==> config.mk <==
export PLATFORM = sky130hd
export DESIGN_NAME = wclk_gate
export DESIGN_NICKNAME = d
export VERILOG_FILES = /design/src/rtl/wclk_pkg.sv /design/src/rtl/wclk_strm_eval.sv /design/src/rtl/wclk_decide.sv /design/src/rtl/wclk_stale_trk.sv /design/src/rtl/wclk_gate.sv
export SDC_FILE = /design/constraint.sdc
export NUM_CORES = 1
export LEC_CHECK = 0
export ABC_CLOCK_PERIOD_IN_PS = 12100
export BUFFER_PORTS_ARGS = -buffer_cell sky130_fd_sc_hd__buf_4
export CORE_MARGIN = 2
export CORE_UTILIZATION = 25
export CTS_CLUSTER_SIZE = 12
export DETAILED_ROUTE_END_ITERATION = 10
export GPL_TIMING_DRIVEN = 1
export REMOVE_ABC_BUFFERS = 1
export SLEW_MARGIN = 20
export SYNTH_ARGS = -nofsm -noshare
export SYNTH_HDL_FRONTEND = slang
export SYNTH_SLANG_ARGS = --single-unit
==> constraint.sdc <==
create_clock -name clk -period 12.1 [get_ports clk]
set_input_delay 1.21 -clock clk [delete_from_list [all_inputs] [get_ports clk]]
set_output_delay 1.21 -clock clk [all_outputs]
set_load 0.005 [all_outputs]
==> src/rtl/wclk_pkg.sv <==
package wclk_pkg;

    localparam int WCLK_W = 64;

    typedef logic [WCLK_W-1:0] wclk_t;

    typedef struct packed {
        logic  force_upd;
        wclk_t cand;
    } upd_req_t;

    typedef struct packed {
        logic  write_en;
        logic  backward;
        logic  stale;
        logic  advance;
        wclk_t target;
    } upd_dec_t;

    function automatic wclk_t wclk_max(input wclk_t a, input wclk_t b);
        return (a > b) ? a : b;
    endfunction

endpackage

==> src/rtl/wclk_strm_eval.sv <==
module wclk_strm_eval
    import wclk_pkg::*;
#(
    parameter int NUM_STRM = 3
) (
    input  logic                       [NUM_STRM-1:0] active,
    input  logic                       [NUM_STRM-1:0] passed,
    input  logic [NUM_STRM*WCLK_W-1:0]                elapsed,
    input  wclk_t                                     cand,
    output logic                                      all_passed,
    output wclk_t                                     peak
);

    wclk_t chain [NUM_STRM+1];

    assign chain[0] = cand;

    for (genvar i = 0; i < NUM_STRM; i++) begin : g_strm
        wclk_t pos_i;
        assign pos_i       = elapsed[i*WCLK_W +: WCLK_W];
        assign chain[i+1]  = active[i] ? wclk_max(chain[i], pos_i) : chain[i];
    end

    assign all_passed = &(passed | ~active);
    assign peak       = chain[NUM_STRM];

endmodule

==> src/rtl/wclk_decide.sv <==
module wclk_decide
    import wclk_pkg::*;
(
    input  upd_req_t req,
    input  logic     all_passed,
    input  wclk_t    peak,
    input  wclk_t    cur,
    output upd_dec_t dec
);

    logic gated;

    always_comb begin
        gated        = !req.force_upd && all_passed;
        dec.backward = gated && (peak <  cur);
        dec.stale    = gated && (peak == cur);
        dec.advance  = gated && (peak >  cur);
        dec.write_en = req.force_upd || dec.stale || dec.advance;
        if (req.force_upd)
            dec.target = req.cand;
        else if (all_passed)
            dec.target = peak;
        else
            dec.target = req.cand;
    end

endmodule

==> src/rtl/wclk_stale_trk.sv <==
module wclk_stale_trk #(
    parameter int CNT_W       = 3,
    parameter int STALE_LIMIT = 3
) (
    input  logic             clk,
    input  logic             rst,
    input  logic             upd_en,
    input  logic             stale,
    input  logic             advance,
    output logic [CNT_W-1:0] cnt,
    output logic             err
);

    localparam logic [CNT_W-1:0] CNT_MAX = {CNT_W{1'b1}};

    logic [CNT_W-1:0] cnt_nxt;

    always_comb begin
        cnt_nxt = cnt;
        if (upd_en) begin
            if (stale)
                cnt_nxt = (cnt == CNT_MAX) ? cnt : cnt + 1'b1;
            else if (advance)
                cnt_nxt = '0;
        end
    end

    always_ff @(posedge clk) begin
        if (rst) begin
            cnt <= '0;
            err <= 1'b0;
        end else begin
            cnt <= cnt_nxt;
            err <= upd_en && stale && (int'(cnt_nxt) > STALE_LIMIT);
        end
    end

endmodule

==> src/rtl/wclk_gate.sv <==
module wclk_gate
    import wclk_pkg::*;
#(
    parameter int NUM_STRM    = 3,
    parameter int CNT_W       = 3,
    parameter int STALE_LIMIT = 3
) (
    input  logic                       clk,
    input  logic                       rst,
    input  logic                       upd_valid,
    input  logic                       upd_force,
    input  logic [63:0]                upd_cand,
    input  logic [NUM_STRM-1:0]        strm_active,
    input  logic [NUM_STRM-1:0]        strm_passed,
    input  logic [NUM_STRM*64-1:0]     strm_elapsed,
    output logic [63:0]                wall_clk,
    output logic                       rsp_valid,
    output logic                       rsp_match,
    output logic                       rsp_backward,
    output logic                       rsp_stale_err,
    output logic [CNT_W-1:0]           stale_cnt
);

    upd_req_t req;
    upd_dec_t dec;
    logic     all_passed;
    wclk_t    peak;
    wclk_t    wall_nxt;

    assign req.force_upd = upd_force;
    assign req.cand      = upd_cand;

    wclk_strm_eval #(.NUM_STRM(NUM_STRM)) u_eval (
        .active     (strm_active),
        .passed     (strm_passed),
        .elapsed    (strm_elapsed),
        .cand       (upd_cand),
        .all_passed (all_passed),
        .peak       (peak)
    );

    wclk_decide u_dec (
        .req        (req),
        .all_passed (all_passed),
        .peak       (peak),
        .cur        (wall_clk),
        .dec        (dec)
    );

    wclk_stale_trk #(.CNT_W(CNT_W), .STALE_LIMIT(STALE_LIMIT)) u_stale (
        .clk     (clk),
        .rst     (rst),
        .upd_en  (upd_valid),
        .stale   (dec.stale),
        .advance (dec.advance),
        .cnt     (stale_cnt),
        .err     (rsp_stale_err)
    );

    assign wall_nxt = (upd_valid && dec.write_en) ? dec.target : wall_clk;

    always_ff @(posedge clk) begin
        if (rst) begin
            wall_clk     <= '0;
            rsp_valid    <= 1'b0;
            rsp_match    <= 1'b0;
            rsp_backward <= 1'b0;
        end else begin
            wall_clk     <= wall_nxt;
            rsp_valid    <= upd_valid;
            rsp_match    <= upd_valid && (wall_nxt == dec.target);
            rsp_backward <= upd_valid && dec.backward;
        end
    end

endmodule

== Word level (Yosys, flattened, before mapping) ==
Cells that the tools add are included.
Cells by class
  $lt $le $gt $ge: 6
  eq/ne operators: 3
  multiplexer cells: 13
  reductions and logical operators: 13
  bitwise logic cells: 2
  add/subtract/negate cells: 1
Operators with widths (count)
  64-bit 2-to-1 mux: 9
  64-bit greater-than comparator: 4
  64-bit == test: 2
  64-bit less-than comparator: 1
  3-bit 2-to-1 mux: 4
  1-bit logical AND: 9
  3-bit by 1-bit adder with 3-bit output (second input constant): 1
  3-bit == test (second input constant): 1
  3-bit by 2-bit greater-than comparator with 1-bit output (second input constant): 1
  3-bit NOT: 1
  3-bit bitwise OR: 1
  3-bit AND reduction: 1
  1-bit logical OR: 2
  1-bit zero test: 1
Word-level totals
  output and inout port bits: 71
  bits in registers: 71
  bits of input ports: 266

== Longest topological paths before layout ==
  word-level depth: 17
  mapped depth: 56
  depth with buffers taken out: 43

== Modules after synthesis ==
A second synthesis with hierarchy kept.
Unflattened totals
  cells, all modules: 1864
  area, all modules: 13590.5 um^2
Modules (own cells, without submodules)
  wclk_strm_eval: seq. area each 0.0 um^2, area each 7825.0 um^2, instances 1, cells an instance 1116
  wclk_gate: seq. area each 1341.3 um^2, area each 3133.0 um^2, instances 1, cells an instance 416
  wclk_decide: seq. area each 0.0 um^2, area each 2442.3 um^2, instances 1, cells an instance 311
  wclk_stale_trk: seq. area each 80.1 um^2, area each 190.2 um^2, instances 1, cells an instance 21

== Worst setup path after synthesis ==
OpenSTA, ideal clock, no wires.
  path type: in2reg
  start: input port strm_elapsed[14]
  end: register wall_clk[26]
  cell stages on the path: 53
  slack: -0.662 ns
  data arrival time: 12.635 ns
  setup time: 0.128 ns
  cells stage by stage: inv_1 -> ha_1 -> nand4_1 -> or4_4 -> a21oi_2 -> o41ai_1 -> and4_1 -> buf_6 -> nor2_4 -> buf_2 -> clkbuf_1 -> clkbuf_1 -> o22ai_1 -> ha_1 -> nand4_1 -> nor4_1 -> nand4b_1 -> or4_1 -> [17 not listed] -> buf_1 -> mux2_2 -> ha_1 -> a21o_1 -> a21o_1 -> a21o_1 -> a21o_1 -> a21o_1 -> a21o_1 -> a21o_1 -> a221o_1 -> a21oi_1 -> o311a_1 -> a21oi_1 -> clkbuf_1 -> buf_2 -> mux2i_1 -> nor2_1
On the way
  word-level cells in the longest chain between the ends: 15
Ends and longest elaborated chain
  start, declared: RTL line wclk_gate.sv:15  | input logic [NUM_STRM*64-1:0] strm_elapsed,
  64-bit greater-than comparator: RTL line wclk_pkg.sv:21  | return (a > b) ? a : b;
  64-bit 2-to-1 mux (*): RTL line wclk_pkg.sv:21
  64-bit 2-to-1 mux (*): RTL line wclk_strm_eval.sv:21  | assign chain[i+1] = active[i] ? wclk_max(chain[i], pos_i) : chain[i];
  64-bit greater-than comparator: RTL line wclk_pkg.sv:21
  64-bit 2-to-1 mux: RTL line wclk_pkg.sv:21
  64-bit 2-to-1 mux (*): RTL line wclk_strm_eval.sv:21
  64-bit greater-than comparator: RTL line wclk_pkg.sv:21
  64-bit 2-to-1 mux: RTL line wclk_pkg.sv:21
  64-bit 2-to-1 mux (*): RTL line wclk_strm_eval.sv:21
  parallel branches: the longest is 5 deep, another holds 64-bit greater-than comparator
  64-bit 2-to-1 mux (*): RTL line wclk_gate.sv:60  | assign wall_nxt = (upd_valid && dec.write_en) ? dec.target : wall_clk;
  end signal, assigned: RTL line wclk_gate.sv:69  | wall_clk <= wall_nxt;
  end, declared: RTL line wclk_gate.sv:16  | output logic [63:0] wall_clk,
Every way passes the cells marked *.
A chain may end at the register's enable or synchronous reset.

== Final worst setup path ==
  start: input port strm_elapsed[15]
  end: register wall_clk[21]
The elaborated chain is that of the path after synthesis.

==> results.md <==
* Status: complete, no violations
* Fin Setup TNS at 0 ps
* First-pass GRT wire length at 110000 um
* Die area at 0.0604 sq mm
* Max_slew headroom at 28.6%
* Via-per-instance ratio at 5.39
* Final wirelength at 76500 um
* Vias in the first global route at 17.2k
* Largest stage delay on the critical path at 620 ps
* Core box area at 0.0577 sq mm
* Arr. time, crit path at 11930 ps
* P_int at 993 uW
* Worst r2r src: wall_clk[33]
* Synth top area share at 22.0%
* Port-buffer cells at 336
* Overall power at 1830 uW
* Max FO, Critical Path at 28
* Top FF cell, synth: dfxtp_1
* Clock latency on the worst-skew pair at 370 ps
* Yosys warning total at 0
* Postcts setup bufs at 0
* PwrDens at 91.7 mW/mm^2
* Reg clk slew, reported paths at 70 ps
* Wire per inst at 23.2 um
* FF+latch area at 0.00142 sq mm
* Ys async rst share at 0%
* Worst setup path start: strm_elapsed[15]
* Number of remaining DRC errors at 0
* HPWL after DPL at 64300 um
* Worst setup SP type: primary input
* Initial antenna violation count at 7
* Seq/Total Area, Yosys at 9.73%
* Total GRT Usage at 24.6%
* Hold_ws at 484 ps
* Final GP Congestion at 1.01
* Mapped Avg Cell Area at 7.20 sq um
* Final Instance Area at 0.0200 sq mm
* Critical Path RT at 12390 ps
* CTS resizes at 0
* Hold WC Path Type: flip-flop to flip-flop
* Area after DPL at 0.0196 sq mm
* Mapped Area at 0.0146 sq mm
* Vias at 17.8k
* TritonCTS Sinks at 71
* Slew Viols, Final at 0
* DRT Pass-1 Iters at 6
* Beginning of the worst hold path: u_stale.cnt[1]
* Cell Count, Final, Fillers Out at 3303
* Unrepaired setup endpoints after global routing: false
* Post-route ant nets at 0
* Area Growth Syn to Fin at 36.9%
* Seq pwr share at 15.4%
* Fraction of layout cells with a size suffix above 1 at 27.6%
* Longest Clk Path Bufs at 2
* CP Class: primary input to flip-flop
* Max-cap violations at 0
* Starting Density at 25.3%
* Distinct cells, synth at 98
* Maximum vdd drop at 0.0000744 V
* Switching power at 841 uW
* Hold Violations, Final at 0
* CTS tree: built
* CP endpoint kind: flip-flop
* Final Cycle Share at 96.2%
* CTS buffer count at 9
* Reg2reg setup slack at 8450 ps
* Total gr overflow at 0
* Logic pwr share at 68.1%
* CP max-delay cell: or4_1
* #FFs+latches synth at 71
* Pin count of the biggest net entering global routing at 69
* Placement Rows at 88
* Main area contributors after synthesis: ha_1 (22%), dfxtp_1 (9.7%), inv_1 (7.3%)
* Placed cells at 3282
* Clock share of power at 16.6%
* CTS root buf: clkbuf_16
* DRT iter0 DRCs at 1943
* Synth area leader: ha_1
* Fillcell total at 6302
* Switching power share of the total at 45.8%
* Cts hold-fix bufs at 0
* Leak at 0.00978 uW
* Die width at 246 um
* Most common cell in the netlist: inv_1
* Area of the multi-input gates at 0.0117 sq mm
* Die H at 246 um
* CTS H-tree lvls at 3
* Most frequent cells after synthesis: inv_1 (283), ha_1 (257), nand2_1 (169)
* # nets final at 3051
* Fmax at 85.9 MHz
* Actual slew at the worst max-slew pin at 1060 ps
* # setup viols final at 0
* EDFF count, synth at 0
* Critical Path Most Common Cell: buf_4
* Clk_skew at 20.0 ps
* Cell count after synthesis at 2027
* I/O pins at 337
* Min Tclk post-route at 11640 ps
per-layer routing:
layer | vias to the layer above | part of all wire, % | wire length [um] | global-route usage, %
met3 | 163 | 9.9 | 7560 | 6.29
met5 | - | 0.033 | 25 | 0
met2 | 922 | 43 | 33300 | 38.3
li1 | 8434 | - | - | -
met4 | 4 | 4.8 | 3700 | 11.2
met1 | 8270 | 42 | 31900 | 31.6
layout by cell type (no fill, tap or decap), types with 21 or more instances in the layout:
cell / instances
nor2_1: 144
ha_1: 257
a21o_1: 50
a211oi_1: 29
mux2i_1: 66
nand2_1: 169
xnor2_1: 27
dfxtp_1: 71
o31ai_1: 25
inv_1: 283
o22ai_1: 50
nor2b_1: 21
a21oi_1: 146
nand3_1: 41
o21ai_0: 106
buf_4: 573
nand4_1: 57
mux2_2: 41
cells by family (layout without fill, tap and decap cells):
kind of cell | after synthesis | in the layout | share of synthesized area [%]
xor+xnor | 31 | 31 | 1.86
flops | 71 | 71 | 9.73
buf+inv | 377 | 883 | 10.5
other cells | 0 | 5 | 0
mux | 107 | 107 | 7.69
simple gates | 545 | 545 | 18.3
compound gates | 639 | 639 | 29.9
fa+ha+maj | 257 | 257 | 22.0
layout make-up:
type | instances | area share [%]
well taps | 765 | 4.79
diodes | 5 | 0.0626
clock inverters | 6 | 0.369
clock buffers | 10 | 1.20
multi-input cells | 1579 | 58.5
repair buffers | 584 | 22.6
flip-flops and latches | 71 | 7.11
inverters | 283 | 5.31
sequential cells by signal (all words and copies together) (netlist names):
| name | count |
|---|---|
| rsp_valid | 1 |
| u_stale.err | 1 |
| wall_clk | 64 |
| rsp_match | 1 |
| u_stale.cnt | 3 |
| rsp_backward | 1 |
metrics by stage:
step / utilization, % / worst slack (ps)
after floorplan: - / -5050
after global placement: 34.0 / 172
after detailed placement: 34.0 / 54.4
after CTS: 34.6 / 353
after global routing: 34.7 / 105
final: 34.7 / 461
worst max-delay path, delay by kind of cell:
| kind | cells | cell delay, ps |
|---|---|---|
| buffers and inverters | 12 | 2420 |
| and+or+nand+nor | 17 | 4330 |
| AOI/OAI and AO/OA | 13 | 2320 |
| adders and majority gates | 4 | 1210 |
| muxes | 1 | 360 |
power by group through the flow:
stage | sequential [uW] | combinational, uW | clock [uW]
global placement | 285 | 1210 | 0
global route | 284 | 1360 | 315
finish | 282 | 1250 | 304
CTS | 280 | 1220 | 304
detailed placement | 285 | 1210 | 0
floorplan | 276 | 659 | 0
path summary, 6_finish.rpt:
kind,endpoint,depth (start not counted)
worst max-delay path,wall_clk[21],47
worst min-delay path,u_stale.cnt[1],2
worst max register to register,wall_clk[10],17
worst min register to register,u_stale.cnt[1],2
Power figures use the tool's default switching activity.
